$ cat src/rtl/spi_wr_pkg.sv
// Package: shared step encoding for the SPI register write sequencer.
// Assumes: consumers decode line levels from the phase value alone.
package spi_wr_pkg;

    typedef enum logic [3:0] {
        PH_IDLE     = 4'd0,
        PH_OPEN_LOW = 4'd1,
        PH_OPEN_CS  = 4'd2,
        PH_BIT_LO   = 4'd3,
        PH_BIT_HI   = 4'd4,
        PH_END_LOW  = 4'd5,
        PH_END_SK   = 4'd6,
        PH_CL_LOW   = 4'd7,
        PH_CL_SK    = 4'd8
    } phase_t;

endpackage

$ cat src/rtl/spi_wr_step_timer.sv
// Module: step timer. Counts system clocks inside a step and raises
// tick on the last clock of each step.
// Assumes: run is high for the whole time a request is in progress.
module spi_wr_step_timer #(
    parameter int STEP_CLKS = 4
) (
    input  logic clk,
    input  logic rst_n,
    input  logic run,
    output logic tick
);
    localparam int CNT_W = (STEP_CLKS > 1) ? $clog2(STEP_CLKS) : 1;
    localparam logic [CNT_W-1:0] LAST = CNT_W'(STEP_CLKS - 1);

    logic [CNT_W-1:0] cnt;

    // Final clock of the current step.
    assign tick = run && (cnt == LAST);

    // Step clock counter, held at zero while idle.
    always_ff @(posedge clk) begin
        if (!rst_n || !run) begin
            cnt <= '0;
        end else if (tick) begin
            cnt <= '0;
        end else begin
            cnt <= cnt + 1'b1;
        end
    end

    p_cnt_range_r6: assert property (@(posedge clk) disable iff (!rst_n)
        cnt <= LAST);

    p_cnt_idle_r6: assert property (@(posedge clk) disable iff (!rst_n)
        !run |=> (cnt == '0));

endmodule

$ cat src/rtl/spi_wr_seq_fsm.sv
// Module: step sequencer. Walks through open, per-bit and close steps
// for the command transaction and then for the write transaction.
// Assumes: tick comes from the step timer and marks each step's end.
module spi_wr_seq_fsm
    import spi_wr_pkg::*;
#(
    parameter int CMD_W   = 8,
    parameter int FRAME_W = 24
) (
    input  logic                       clk,
    input  logic                       rst_n,
    input  logic                       start,
    input  logic                       tick,
    output phase_t                     phase,
    output logic                       txn,
    output logic [$clog2(FRAME_W)-1:0] bit_idx,
    output logic                       accept,
    output logic                       busy,
    output logic                       done
);
    localparam int IDX_W = $clog2(FRAME_W);
    localparam logic [IDX_W-1:0] LAST_CMD   = IDX_W'(CMD_W - 1);
    localparam logic [IDX_W-1:0] LAST_FRAME = IDX_W'(FRAME_W - 1);

    logic [IDX_W-1:0] last_idx;

    // Index of the final bit of the transaction in progress.
    assign last_idx = txn ? LAST_FRAME : LAST_CMD;
    assign busy     = (phase != PH_IDLE);
    assign accept   = (phase == PH_IDLE) && start;

    // Phase, transaction and bit-index progression.
    always_ff @(posedge clk) begin
        if (!rst_n) begin
            phase   <= PH_IDLE;
            txn     <= 1'b0;
            bit_idx <= '0;
            done    <= 1'b0;
        end else begin
            done <= 1'b0;
            if (phase == PH_IDLE) begin
                if (start) begin
                    phase   <= PH_OPEN_LOW;
                    txn     <= 1'b0;
                    bit_idx <= '0;
                end
            end else if (tick) begin
                case (phase)
                    PH_OPEN_LOW: phase <= PH_OPEN_CS;
                    PH_OPEN_CS:  phase <= PH_BIT_LO;
                    PH_BIT_LO:   phase <= PH_BIT_HI;
                    PH_BIT_HI: begin
                        if (bit_idx == last_idx) begin
                            bit_idx <= '0;
                            phase   <= PH_END_LOW;
                        end else begin
                            bit_idx <= bit_idx + 1'b1;
                            phase   <= PH_BIT_LO;
                        end
                    end
                    PH_END_LOW:  phase <= PH_END_SK;
                    PH_END_SK:   phase <= PH_CL_LOW;
                    PH_CL_LOW:   phase <= PH_CL_SK;
                    PH_CL_SK: begin
                        if (!txn) begin
                            txn   <= 1'b1;
                            phase <= PH_OPEN_LOW;
                        end else begin
                            phase <= PH_IDLE;
                            done  <= 1'b1;
                        end
                    end
                    default:     phase <= PH_IDLE;
                endcase
            end
        end
    end

    p_done_single_r7: assert property (@(posedge clk) disable iff (!rst_n)
        done |=> !done);

    p_idx_range_r2: assert property (@(posedge clk) disable iff (!rst_n)
        bit_idx <= last_idx);

    p_step_hold_r6: assert property (@(posedge clk) disable iff (!rst_n)
        (busy && !tick) |=> (phase == $past(phase)));

    p_busy_start_r1: assert property (@(posedge clk) disable iff (!rst_n)
        (busy && start && !tick) |=> (phase == $past(phase)));

endmodule

$ cat src/rtl/spi_wr_pins.sv
// Module: frame and line driver. Holds the captured address and data,
// builds the shifted word and decodes the line levels from the phase.
// Assumes: accept pulses only when a request is taken while idle.
module spi_wr_pins
    import spi_wr_pkg::*;
#(
    parameter int          OP_W    = 8,
    parameter int          ADDR_W  = 8,
    parameter int          DATA_W  = 8,
    parameter logic [7:0]  WE_CODE = 8'h06,
    parameter logic [7:0]  WR_CODE = 8'h02
) (
    input  logic                                        clk,
    input  logic                                        rst_n,
    input  logic                                        accept,
    input  logic [ADDR_W-1:0]                           addr_in,
    input  logic [DATA_W-1:0]                           data_in,
    input  phase_t                                      phase,
    input  logic                                        txn,
    input  logic [$clog2(OP_W+ADDR_W+DATA_W)-1:0]       bit_idx,
    output logic                                        cs,
    output logic                                        sck,
    output logic                                        dout
);
    localparam int FRAME_W = OP_W + ADDR_W + DATA_W;
    localparam int PAD_W   = FRAME_W - OP_W;

    logic [ADDR_W-1:0]  addr_q;
    logic [DATA_W-1:0]  data_q;
    logic               rest_sk;
    logic [FRAME_W-1:0] word;
    logic [FRAME_W-1:0] shifted;
    logic               cur_bit;

    // Capture the request payload when a start is taken.
    always_ff @(posedge clk) begin
        if (!rst_n) begin
            addr_q <= '0;
            data_q <= '0;
        end else if (accept) begin
            addr_q <= addr_in;
            data_q <= data_in;
        end
    end

    // Idle clock level: high once any close sequence has run.
    always_ff @(posedge clk) begin
        if (!rst_n) begin
            rest_sk <= 1'b0;
        end else if (phase == PH_CL_SK) begin
            rest_sk <= 1'b1;
        end
    end

    // Word for the current transaction, MSB aligned, and its current bit.
    always_comb begin
        if (txn) begin
            word = {WR_CODE[OP_W-1:0], addr_q, data_q};
        end else begin
            word = {WE_CODE[OP_W-1:0], {PAD_W{1'b0}}};
        end
        shifted = word << bit_idx;
        cur_bit = shifted[FRAME_W-1];
    end

    // Line levels for each step kind.
    always_comb begin
        cs   = 1'b0;
        sck  = 1'b0;
        dout = 1'b0;
        case (phase)
            PH_IDLE:    sck = rest_sk;
            PH_OPEN_CS: cs  = 1'b1;
            PH_BIT_LO: begin
                cs   = 1'b1;
                dout = cur_bit;
            end
            PH_BIT_HI: begin
                cs   = 1'b1;
                sck  = 1'b1;
                dout = cur_bit;
            end
            PH_END_SK:  sck = 1'b1;
            PH_CL_SK:   sck = 1'b1;
            default: begin
                cs   = 1'b0;
                sck  = 1'b0;
                dout = 1'b0;
            end
        endcase
    end

    p_payload_hold_r1: assert property (@(posedge clk) disable iff (!rst_n)
        !accept |=> ($stable(addr_q) && $stable(data_q)));

    p_rest_sticky_r7: assert property (@(posedge clk) disable iff (!rst_n)
        rest_sk |=> rest_sk);

endmodule

$ cat src/rtl/spi_regwr_seq.sv
// Module: SPI register write sequencer top. One start strobe produces a
// write-enable command transaction, then an operation/address/data
// transaction, each closed by a fixed close sequence.
// Assumes: start is synchronous to clk; the device samples on rising sck.
module spi_regwr_seq
    import spi_wr_pkg::*;
#(
    parameter int          STEP_CLKS = 4,
    parameter int          OP_W      = 8,
    parameter int          ADDR_W    = 8,
    parameter int          DATA_W    = 8,
    parameter logic [7:0]  WE_CODE   = 8'h06,
    parameter logic [7:0]  WR_CODE   = 8'h02
) (
    input  logic              clk,
    input  logic              rst_n,
    input  logic              start,
    input  logic [ADDR_W-1:0] reg_addr,
    input  logic [DATA_W-1:0] reg_data,
    output logic              spi_cs,
    output logic              spi_sck,
    output logic              spi_dout,
    output logic              done
);
    localparam int FRAME_W = OP_W + ADDR_W + DATA_W;
    localparam int IDX_W   = $clog2(FRAME_W);

    phase_t           phase;
    logic             txn;
    logic [IDX_W-1:0] bit_idx;
    logic             accept;
    logic             busy;
    logic             tick;

    spi_wr_step_timer #(
        .STEP_CLKS (STEP_CLKS)
    ) u_timer (
        .clk   (clk),
        .rst_n (rst_n),
        .run   (busy),
        .tick  (tick)
    );

    spi_wr_seq_fsm #(
        .CMD_W   (OP_W),
        .FRAME_W (FRAME_W)
    ) u_fsm (
        .clk     (clk),
        .rst_n   (rst_n),
        .start   (start),
        .tick    (tick),
        .phase   (phase),
        .txn     (txn),
        .bit_idx (bit_idx),
        .accept  (accept),
        .busy    (busy),
        .done    (done)
    );

    spi_wr_pins #(
        .OP_W    (OP_W),
        .ADDR_W  (ADDR_W),
        .DATA_W  (DATA_W),
        .WE_CODE (WE_CODE),
        .WR_CODE (WR_CODE)
    ) u_pins (
        .clk     (clk),
        .rst_n   (rst_n),
        .accept  (accept),
        .addr_in (reg_addr),
        .data_in (reg_data),
        .phase   (phase),
        .txn     (txn),
        .bit_idx (bit_idx),
        .cs      (spi_cs),
        .sck     (spi_sck),
        .dout    (spi_dout)
    );

    p_cs_idle_r7: assert property (@(posedge clk) disable iff (!rst_n)
        !busy |-> !spi_cs);

    p_sck_rise_data_r4: assert property (@(posedge clk) disable iff (!rst_n)
        ($rose(spi_sck) && spi_cs) |-> $stable(spi_dout));

    p_done_idle_r7: assert property (@(posedge clk) disable iff (!rst_n)
        done |-> (!spi_cs && spi_sck && !spi_dout));

endmodule

$ cat config.mk
export PLATFORM = sky130hd
export DESIGN_NAME = spi_regwr_seq
export DESIGN_NICKNAME = d
export VERILOG_FILES = /design/src/rtl/spi_wr_pkg.sv /design/src/rtl/spi_wr_step_timer.sv /design/src/rtl/spi_wr_seq_fsm.sv /design/src/rtl/spi_wr_pins.sv /design/src/rtl/spi_regwr_seq.sv
export SDC_FILE = /design/constraint.sdc
export NUM_CORES = 1
export LEC_CHECK = 0
export BUFFER_PORTS_ARGS = -buffer_cell sky130_fd_sc_hd__buf_2
export CORE_UTILIZATION = 40
export DETAILED_ROUTE_END_ITERATION = 6
export PLACE_DENSITY_LB_ADDON = 0.12
export SLEW_MARGIN = 20
export SYNTH_ARGS = -nofsm -noshare
export SYNTH_HDL_FRONTEND = slang
export SYNTH_SLANG_ARGS = --single-unit
$ cat constraint.sdc
create_clock -name clk -period 5.2 [get_ports clk]
set_clock_uncertainty 0.1 [all_clocks]
set_input_delay 0.52 -clock clk [delete_from_list [all_inputs] [get_ports clk]]
set_output_delay 0.52 -clock clk [all_outputs]
set_load 0.02 [all_outputs]
# ---- Word level (Yosys, flattened, before mapping)
# Index checks and enable logic that the tools add are counted.
dict set report totals {
  regBits 30
  input_bits 19
  out_inout_bits 4
  word_cells 64
}
dict set report op_classes {
  add_sub_neg 2
  eq_ne 11
  shift 1
  muxes 21
  bitwise 3
  n_reduce_logical 18
}
# operator n
set ops {}
lappend ops {{one-hot mux 4 bit (8 select lines)} 1}
lappend ops {{2-to-1 mux 5 bit} 6}
lappend ops {{left shift 19 x 5 -> 24 bit} 1}
lappend ops {{2-to-1 mux 19 bit} 1}
lappend ops {{== test 4 x 3 -> 1 bit, second input constant} 4}
lappend ops {{2-to-1 mux 4 bit} 3}
lappend ops {{== test 4 x 2 -> 1 bit, second input constant} 2}
lappend ops {{2-to-1 mux 1 bit} 8}
lappend ops {{AND reduction 3 bit} 2}
lappend ops {{nonzero test 2 bit} 3}
lappend ops {{OR reduction 3 bit} 2}
lappend ops {{adder 5 x 1 -> 5 bit, second input constant} 1}
lappend ops {{== test 5 bit} 1}
lappend ops {{== test 4 x 1 -> 1 bit, second input constant} 1}
lappend ops {{== test 4 bit, second input constant} 1}
lappend ops {{zero test 4 bit} 1}
lappend ops {{nonzero test 4 bit} 1}
lappend ops {{OR reduction 2 bit} 2}
lappend ops {{OR reduction 4 bit} 1}
lappend ops {{2-to-1 mux 3 bit} 1}
lappend ops {{inverter 1 bit} 3}
lappend ops {{adder 2 x 1 -> 2 bit, second input constant} 1}
lappend ops {{== test 2 bit, second input constant} 1}
lappend ops {{logical AND 1 bit} 2}
lappend ops {{other kinds (5)} 6}

# ---- Depth between registers and ports, before layout
# Gate-level depths: netlist of run 1.
dict set report depth {
  depth_word 6
  ltp_mapped 7
  mapped_depth_nobuf 5
}

# ---- By module
# A second synthesis of run 1 with hierarchy kept.
dict set report unflattened {
  cells_unflattened 165
  area_unflattened_um2 1600.3
}
# mod n_inst cells_per_inst area_each_um2 seq_area_each_um2
set by_module_without_submodules {}
lappend by_module_without_submodules {spi_wr_pins 1 83 870.8 340.3}
lappend by_module_without_submodules {spi_wr_seq_fsm 1 76 645.6 220.2}
lappend by_module_without_submodules {spi_wr_step_timer 1 6 83.8 40.0}

# ---- Worst setup path after synthesis of run 1
# OpenSTA, ideal clock, no wires.
dict set report synth_timing {
  path_type {register to output}
  startpoint {register u_fsm.bit_idx[0]}
  endpoint {output spi_dout}
  t_arrival_ns 1.540
  t_required_ns 4.580
  path_slack_ns 3.040
  stages_incl_launch_ff 5
  n_path_buf 1
  cell_sequence {dfxtp_1 -> clkbuf_1 -> mux4_2 -> o211a_1 -> o311a_1}
}
dict set report synth_via {
  elab_chain_cells 2
}
# item line
set synth_lines {}
lappend synth_lines {{start: declaration} spi_wr_seq_fsm.sv:16} ;# output logic [$clog2(FRAME_W)-1:0] bit_idx,
lappend synth_lines {{start signal: assignment} spi_wr_seq_fsm.sv:57} ;# bit_idx <= bit_idx + 1'b1;
lappend synth_lines {{left shift 19 x 5 -> 24 bit} spi_wr_pins.sv:62} ;# shifted = word << bit_idx;
lappend synth_lines {{2-to-1 mux 1 bit} spi_wr_pins.sv:71} ;# case (phase)
lappend synth_lines {{end: declaration} spi_regwr_seq.sv:22} ;# output logic spi_dout,
# No other way between the ends.

# ---- Worst setup path after layout of run 1
dict set report layout_timing {
  startpoint {register u_fsm.bit_idx[2]}
  endpoint {output spi_dout}
}
# The elaborated chain is that of the path after synthesis.

==> results of run 1 <==
power by group:
group	switching, mW	internal, mW
registers	0.00979	0.240
logic	0.0254	0.0240
clock network	0.0837	0.107
total	0.119	0.371
cell families (layout without fill, tap and decap cells):
kind of cell    Yosys count  count (layout)  synth area share (%)
flops                    30              30                  38.7
fa+ha+maj                 2               2                  1.61
mux                       8               8                  7.90
compound gates           41              41                  18.8
xor+xnor                  4               4                  2.26
buf+inv                  16              34                  4.92
simple gates             76              76                  25.8
state kept, by name (all words and copies together) (netlist names):
signal and flops:
u_pins.data_q 8, u_timer.cnt 2, u_fsm.done 1, u_pins.rest_sk 1, u_fsm.txn 1, u_fsm.phase 4, u_pins.addr_q 8, u_fsm.bit_idx 5
final timing paths:
check / start / slack [ps] / to / cells past startpoint
hold reg to reg: u_timer.cnt[0] / 330 / u_timer.cnt[0] / 1
hold / removal: u_timer.cnt[0] / 330 / u_timer.cnt[0] / 1
setup / recovery: u_fsm.bit_idx[2] / 2520 / spi_dout / 4
setup reg to reg: u_fsm.phase[1] / 3240 / u_pins.data_q[7] / 4
cells in the final DEF (no fill, tap or decap), types with 3 or more instances in the layout:
cell and instances:
nand4_1 3, xor2_1 3, buf_2 22, inv_1 4, mux2i_1 4, and2_1 3, clkbuf_8 6, mux4_2 3
o21ai_0 5, a21boi_1 11, a21oi_1 6, dfxtp_1 30, nand3b_1 3, nand2b_1 4, nor2_1 9, a21boi_0 10
nand2_1 39
final cells by class:
cell class | instances | share of cell area, %
inverter | 4 | 0.857
clock buffer | 7 | 4.93
tap | 48 | 3.43
timing repair buffer | 22 | 6.29
sequential | 30 | 34.3
clock inverter | 1 | 0.286
multi-input combinational | 131 | 49.9
metrics by stage:
| step | area, um^2 | utilization (%) |
|---|---|---|
| 3_5_place_dp | 1660 | 45.0 |
| 3_3_place_gp | 1660 | 45.0 |
| 6_report | 1750 | 47.5 |
| 5_1_grt | 1750 | 47.5 |
| 4_1_cts | 1750 | 47.5 |
| 2_1_floorplan | 1550 | - |
per-layer routing:
metal / routed length (um) / GRT usage, %
met2: 1460 / 27.4
met3: 156 / 6.61
met1: 1510 / 19.7
met5: 0 / 0
met4: 22 / 5.00
==> flow_summary_export.csv, run 1 <==
group,metric,value,unit
run_status,status,"finished clean",
global_routing,grt_pass1_wl,5.26,mm
pwr,power.density,279,mW/mm^2
clock_tree,clock_insertion_delay_worst_skew,280,ps
final_layout,fin_cells,243,
synth,netlist_area,0.00155,mm^2
timing,whs,330,ps
final_layout,fin_nets,215,
synth,ys_warn_count,0,
synth,synth_common_cells,"nand2_1 (39), dfxtp_1 (30), a21boi_1 (11)",
pwr,vdd_ir_drop_max,0.000169,V
worst_setup_path,arrival,2060,ps
synth,synth_fp_nets,198,
clock_tree,numCtsBuffers,5,
worst_setup_path,crit_family,"multiplexers",
floorplan,die_h,64.3,um
floorplan,die-area,0.00413,mm^2
worst_setup_path,cp.required,4580,ps
timing,grt_setup_unrepaired,"false",
clock_tree,cts_resized,0,
placed_design,pre_cts_slack,2820,ps
synth,synth_cell_types,41,
placed_design,place_congestion,0.805,
synth,synth.most_common_cell,"nand2_1",
timing,setup_slack,2520,ps
worst_setup_path,crit_slowest_cell,"mux4_2",
synth,avgSynthCellArea,8.77,um^2
pwr,power,0.490,mW
floorplan,rows,22,
timing,period_share,51.5,%
timing,setup-tns-final,0,ps
final_layout,diodes,0,
global_routing,grt.total_usage,16.6,%
clock_tree,cts_setup_buffers,0,
timing,relSlewSlack,62.0,%
timing,hold_violations,0,
routing,drtAntennaViolNets,0,
global_routing,grt.overflow.total,0,
routing,avgViaCountPerCell,5.32,
worst_setup_path,slowest_delay,540,ps
worst_setup_path,path_class,"flip-flop to primary output",
worst_setup_path,endpoint_kind,"primary output",
synth,syn_inst,177,
timing,fmax,373,MHz
worst_setup_path,crit_chain,"mux4_2 -> o211a_1 -> o311a_1 -> buf_2",
clock_tree,clock_path_buffers,2,
floorplan,die-width,64.3,um
clock_tree,cts_sinks,30,
placed_design,dp_hpwl,2.26,mm
clock_tree,h-tree-depth,2,
placed_design,portBuffers,22,
worst_setup_path,crit_fanout,11,
routing,wire_per_inst,12.9,um
timing,slew_viol_final,0,
placed_design,placed_cells,235,
routing,dr.pass1.iters,4,
worst_hold_path,min_path_type,"flip-flop to flip-flop",
final_layout,areaGrowthSynthToFinish,12.9,%
clock_tree,cts_tree,"built",
global_routing,grt_max_degree,29,
pwr,p_leak,0.705,nW
synth,ys_seq_area_share,38.7,%
floorplan,core,0.00369,mm^2
global_routing,antenna_found_initial,0,
synth,yosys.area.top_type_share,38.7,%
final_layout,seq_area,601,um^2
global_routing,grt_pass1_vias,1201,
timing,worst_pin_slew,570,ps
routing,drt_wl_total,3.15,mm
floorplan,io_pins,23,
synth,synthArstFlopShare,0,%
clock_tree,post_cts_hold_buffer_count,0,
synth,synth_seq_cells,30,
worst_setup_path,crit_buf_inv,1,
floorplan,initial_core_util,42.1,%
routing,vias,1292,
routing,drc,0,
final_layout,fillers,369,
final_layout,multi_input_area,875,um^2
clock_tree,clk_pin_slew,60,ps
timing,min_period,2680,ps
synth,synth_edf_count,0,
timing,finalSetupViolCount,0,
final_layout,drive_above_1_share,19.0,%
synth,ys.flop_type,"dfxtp_1",
worst_setup_path,setup.worst_path.start_class,"flip-flop",
routing,drt_iter0_drc,79,
clock_tree,root_buffer,"clkbuf_8",
synth,synth_area_leaders,"dfxtp_1 (39%), nand2_1 (9.4%), a21boi_1 (5.3%)",
synth,synth_top_area_cell,"dfxtp_1",
job,cap_violations,0,
No activity file was read; power rests on OpenSTA's default activity.
==> run 2: changes to the inputs <==
--- a/config.mk
+++ b/config.mk
@@ -5,6 +5,7 @@
 export SDC_FILE = /design/constraint.sdc
 export NUM_CORES = 1
 export LEC_CHECK = 0
+export ABC_AREA = 1
 export BUFFER_PORTS_ARGS = -buffer_cell sky130_fd_sc_hd__buf_2
 export CORE_UTILIZATION = 40
 export DETAILED_ROUTE_END_ITERATION = 6
==> constraint.sdc (replaced) <==
create_clock -name clk -period 2.8 [get_ports clk]
set_clock_uncertainty 0.1 [all_clocks]
set_input_delay 0.28 -clock clk [delete_from_list [all_inputs] [get_ports clk]]
set_output_delay 0.28 -clock clk [all_outputs]
set_load 0.02 [all_outputs]
==> flow_summary_export.csv, run 2 <==
group,metric,value,unit
routing,drt_iter0_drc,60,
placed_design,placed_cells,286,
clock_tree,clk_pin_slew,60,ps
routing,drtAntennaViolNets,0,
placed_design,portBuffers,22,
pwr,p_leak,0.824,nW
synth,synth_top_area_cell,"dfxtp_1",
global_routing,antenna_found_initial,0,
placed_design,dp_hpwl,2.34,mm
final_layout,fillers,397,
synth,synth_common_cells,"nand2_1 (58), dfxtp_1 (30), nand3_1 (28)",
routing,drc,0,
final_layout,fin_cells,294,
synth,ys.flop_type,"dfxtp_1",
worst_hold_path,min_path_type,"input pin to flip-flop",
pwr,power.density,669,mW/mm^2
synth,synth_fp_nets,244,
clock_tree,clock_insertion_delay_worst_skew,280,ps
synth,ys_warn_count,0,
synth,synth_edf_count,0,
final_layout,drive_above_1_share,17.1,%
final_layout,areaGrowthSynthToFinish,14.5,%
synth,avgSynthCellArea,6.87,um^2
synth,ys_seq_area_share,39.2,%
floorplan,die-width,63.9,um
timing,period_share,82.7,%
routing,drt_wl_total,3.28,mm
clock_tree,h-tree-depth,2,
worst_setup_path,crit_fanout,12,
synth,yosys.area.top_type_share,39.2,%
floorplan,die-area,0.00408,mm^2
floorplan,initial_core_util,41.8,%
global_routing,grt_pass1_vias,1349,
global_routing,grt.overflow.total,0,
pwr,vdd_ir_drop_max,0.000476,V
clock_tree,cts_sinks,30,
global_routing,grt_pass1_wl,5.81,mm
clock_tree,cts_resized,0,
worst_setup_path,setup.worst_path.start_class,"flip-flop",
pwr,pwr-share-seq,42.5,%
floorplan,io_pins,23,
timing,slew_viol_final,0,
timing,worst_pin_slew,526,ps
synth,synth_cell_types,28,
floorplan,die_h,63.9,um
clock_tree,clock_path_buffers,2,
synth,synthArstFlopShare,0,%
synth,synth_area_leaders,"dfxtp_1 (39%), nand2_1 (14%), nand3_1 (9.2%)",
placed_design,place_congestion,0.791,
routing,avgViaCountPerCell,4.87,
synth,syn_inst,223,
pwr,clock_power_share,36.1,%
timing,grt_setup_unrepaired,"false",
worst_setup_path,cp.required,2420,ps
clock_tree,numCtsBuffers,5,
global_routing,grt.total_usage,18.3,%
final_layout,top_regs,"u_pins.addr_q x8, u_pins.data_q x8, u_fsm.bit_idx x5",
clock_tree,post_cts_hold_buffer_count,0,
timing,relSlewSlack,64.8,%
worst_setup_path,endpoint_kind,"primary output",
routing,vias,1431,
worst_setup_path,path_class,"flip-flop to primary output",
final_layout,fin_nets,266,
pwr,comb_power_share,21.4,%
timing,hold_violations,0,
final_layout,multi_input_area,751,um^2
clock_tree,root_buffer,"clkbuf_8",
pwr,p_sw_share,29.8,%
timing,fmax,432,MHz
timing,setup-tns-final,0,ps
final_layout,final_cell_mix,"nand2_1 (58), dfxtp_1 (30), nand3_1 (28)",
routing,dr.pass1.iters,4,
final_layout,fin_util,47.9,%
floorplan,rows,22,
job,cap_violations,0,
clock_tree,cts_tree,"built",
global_routing,grt_max_degree,30,
clock_tree,cts_setup_buffers,0,
synth,synth_seq_cells,30,
routing,wire_per_inst,11.1,um
floorplan,core,0.00366,mm^2
worst_setup_path,arrival,1940,ps
timing,finalSetupViolCount,0,
pwr,internal_power,0.823,mW
final_layout,layout_commonest_cell,"nand2_1",
worst_setup_path,rrSetupSlack,1060,ps
synth,synth.most_common_cell,"nand2_1",
run_status,status,"finished clean",
final_layout,seq_area,601,um^2
synth,netlist_area,0.00153,mm^2
pwr,p_sw,0.350,mW
timing,min_period,2320,ps
final_layout,diodes,0,
## run 2: cell count changes in the layout (fill, tap and decap cells not counted), moves of 4 or more
| cell | previous run | this run |
|---|---|---|
| nand3_1 | 2 | 28 |
| o21ai_0 | 5 | 9 |
| a21oi_1 | 6 | 24 |
| mux2i_1 | 4 | 0 |
| inv_1 | 4 | 27 |
| a21boi_1 | 11 | 0 |
| a21boi_0 | 10 | 0 |
| nand2b_1 | 4 | 0 |
| nand2_1 | 39 | 58 |
## run 2: logic make-up (layout without fill, tap and decap cells)
logic type,count (synthesis),after routing,share of synthesized area (%)
flops,30,30,39.2
fa+ha+maj,2,2,1.63
buf+inv,39,62,11.8
simple gates,110,110,32.6
xor+xnor,2,2,1.14
compound gates,40,40,13.6
## run 2: layout make-up
cell class	count	area share (%)
multi-input cells	154	42.8
clock inverters	1	1.71
inverters	31	6.78
flip-flops and latches	30	34.2
clock buffers	7	4.35
well taps	48	3.42
repair buffers	23	6.70
## run 2: stage by stage
step                area (um^2)  worst slack, ps  power (mW)  hold WS [ps]
floorplan                  1530             1240       0.717           305
global placement           1650              811       0.758           318
detailed placement         1650              778       0.760           319
CTS                        1750              469        1.18           161
global route               1750              209        1.24           188
finish                     1750              485        1.17           167
## run 2: power groups by stage
| stage | Combinational, mW | Sequential [mW] | Clock [mW] |
|---|---|---|---|
| 6_report | 0.251 | 0.499 | 0.423 |
| 5_1_grt | 0.290 | 0.506 | 0.447 |
| 4_1_cts | 0.253 | 0.499 | 0.432 |
| 3_5_place_dp | 0.252 | 0.508 | 0 |
| 3_3_place_gp | 0.251 | 0.508 | 0 |
| 2_1_floorplan | 0.224 | 0.493 | 0 |
## run 2: final timing paths
path | from | endpoint | cells past startpoint
worst max-delay path | u_fsm.bit_idx[0] | spi_dout | 9
worst min register to register | u_timer.cnt[0] | u_timer.cnt[0] | 1
worst min-delay path | reg_addr[2] | u_pins.addr_q[2] | 3
worst max register to register | u_fsm.phase[2] | u_fsm.bit_idx[0] | 8
## run 2: metal layers
layer	GRT usage [%]	wire (um)
met1	25.0	1790
met2	27.5	1330
met3	4.82	113
met4	6.53	36
met5	0	0
## run 2: worst max-delay path, stage by stage (launching register included)
cell	delay [ps]
dfxtp_1	570
clkinv_1	330
nand2_1	140
nand3_1	70
nand3_1	90
nand3_1	70
nand2_1	60
inv_1	40
nor2_1	130
buf_2	180
==> run 3: changes to the inputs <==
==> constraint.sdc (replaced) <==
create_clock -name clk -period 1.9 [get_ports clk]
set_clock_uncertainty 0.1 [all_clocks]
set_input_delay 0.19 -clock clk [delete_from_list [all_inputs] [get_ports clk]]
set_output_delay 0.19 -clock clk [all_outputs]
set_load 0.02 [all_outputs]
==> flow_summary_export.csv, run 3 (synthesis gave the netlist of run 2 again) <==
group,metric,value,unit
timing,period_share,95.8,%
pwr,comb_power_share,25.5,%
global_routing,met1_usage,26.2,%
pwr,p_sw_share,31.9,%
worst_setup_path,r2r_cells,9,
global_routing,antenna_found_initial,0,
routing,drc,0,
worst_setup_path,cp.required,1610,ps
placed_design,portBuffers,22,
global_routing,met2_usage,27.8,%
worst_setup_path,endpoint_kind,"primary output",
global_routing,grtUsageMet3,6.96,%
worst_hold_path,min_path_cells,3,
global_routing,top_usage_layer,"met2",
worst_setup_path,crit_family,"flip-flops",
placed_design,pre_cts_slack,352,ps
worst_setup_path,reg2reg_from,"u_fsm.bit_idx[0]",
final_layout,diodes,0,
pwr,p_sw,0.539,mW
timing,relSlewSlack,75.5,%
worst_hold_path,holdPathEnd,"u_pins.data_q[1]",
routing,wire_per_inst,11.3,um
placed_design,placedInstanceArea,0.00168,mm^2
timing,grt_setup_unrepaired,"true",
timing,finalSetupViolCount,0,
placed_design,place_congestion,0.784,
worst_setup_path,slowest_delay,410,ps
global_routing,grt_pass1_vias,1335,
worst_setup_path,critPathLaunch,"u_fsm.phase[3]",
floorplan,rows,22,
clock_tree,cts_sinks,30,
job,cap_violations,0,
worst_setup_path,arrival,1530,ps
worst_setup_path,path_class,"flip-flop to primary output",
timing,whs,61.6,ps
clock_tree,root_buffer,"clkbuf_8",
floorplan,die-width,63.9,um
timing,hold_violations,0,
pwr,power.density,935,mW/mm^2
routing,drt_wl_total,3.39,mm
clock_tree,numCtsBuffers,5,
pwr,clock_power_share,31.3,%
final_layout,final_cell_mix,"nand2_1 (58), dfxtp_1 (29), nand3_1 (28)",
final_layout,top_regs,"u_pins.addr_q x8, u_pins.data_q x8, u_fsm.bit_idx x5",
global_routing,grt.total_usage,19.2,%
pwr,pwr-share-seq,43.2,%
timing,setup_slack,80.5,ps
global_routing,grt.overflow.total,0,
worst_setup_path,crit_buf_inv,3,
floorplan,die-area,0.00408,mm^2
worst_setup_path,crit_chain,"inv_1 -> nor3_1 -> inv_1 -> o211ai_1 -> buf_2",
final_layout,design_area,0.00181,mm^2
clock_tree,cts_tree,"built",
clock_tree,clk_pin_slew,60,ps
pwr,internal_power,1.15,mW
worst_setup_path,cp_common_cell,"inv_1",
worst_hold_path,hold_start,"reg_data[1]",
timing,slew_viol_final,0,
worst_setup_path,crit_fanout,4,
routing,vias,1440,
routing,drt_iter0_drc,61,
final_layout,fin_nets,272,
floorplan,io_pins,23,
final_layout,drive_above_1_share,20.2,%
routing,avgViaCountPerCell,4.80,
clock_tree,clock_path_buffers,2,
final_layout,fillers,390,
floorplan,initial_core_util,41.8,%
worst_setup_path,setup.worst_path.start_class,"flip-flop",
clock_tree,clock_insertion_delay_worst_skew,290,ps
floorplan,core,0.00366,mm^2
pwr,vdd_ir_drop_max,0.000500,V
timing,worst_pin_slew,364,ps
floorplan,die_h,63.9,um
timing,min_period,1820,ps
final_layout,areaGrowthSynthToFinish,18.2,%
pwr,p_leak,0.851,nW
final_layout,layout_commonest_cell,"nand2_1",
clock_tree,h-tree-depth,2,
placed_design,dp_hpwl,2.41,mm
routing,drtAntennaViolNets,0,
run_status,status,"finished clean",
worst_setup_path,crit_slowest_cell,"dfxtp_1",
worst_setup_path,worstReg2RegEnd,"u_fsm.bit_idx[0]",
global_routing,grt_max_degree,25,
timing,fmax,550,MHz
global_routing,grt_pass1_wl,5.97,mm
worst_hold_path,min_path_type,"input pin to flip-flop",
routing,dr.pass1.iters,4,
worst_setup_path,rrSetupSlack,360,ps
run 3: layout make-up:
cell class	count	area (um^2)	area share, %
multi-input combinational	154	756	41.7
timing repair buffer	28	169	9.33
sequential	30	604	33.4
clock inverter	1	5.00	0.276
inverter	31	123	6.77
timing repair inverter	1	7.51	0.415
clock buffer	7	86.3	4.77
tap	48	60.1	3.32
run 3: what timing repair did:
item                       4_1_cts  5_1_grt
resized for setup                0        9
hold buffers                     0        0
setup buffers                    0        1
setup endpoints to repair        0        2
run 3: worst reg2reg max path: stages (launching register included):
cell and delay, ps:
dfxtp_4 390, buf_8 140, ha_1 170, nand2_1 90
nor2_1 140, nand2_1 90, nand2_1 100, nand2_1 100
nand2_1 90, inv_1 40
run 3: worst max path at each step:
stage,to,slack (ps),cells past startpoint
after floorplan,spi_sck,430,6
after global placement,spi_sck,360,7
after detailed placement,spi_sck,350,7
after CTS,spi_sck,30,7
after global routing,spi_dout,-20,10
final,spi_sck,80,5
run 3: layer usage:
metal	share of wire (%)	up-vias
li1	-	768
met1	51	644
met2	43	23
met3	4.5	5
met4	1.4	0
met5	0	-
run 3: power groups by stage:
stage | logic, mW | clock network, mW | registers (mW)
detailed placement | 0.408 | 0 | 0.731
CTS | 0.409 | 0.547 | 0.718
finish | 0.432 | 0.529 | 0.732
floorplan | 0.330 | 0 | 0.727
global route | 0.491 | 0.587 | 0.739
global placement | 0.402 | 0 | 0.731
run 3: metrics by stage:
stage,instances,total power [mW],util (%),setup TNS (ps)
final,300,1.69,49.5,0
after global placement,290,1.13,45.8,0
after global routing,300,1.82,49.5,-21.0
after CTS,298,1.67,48.3,0
after floorplan,223,1.06,-,0
after detailed placement,290,1.14,45.8,0
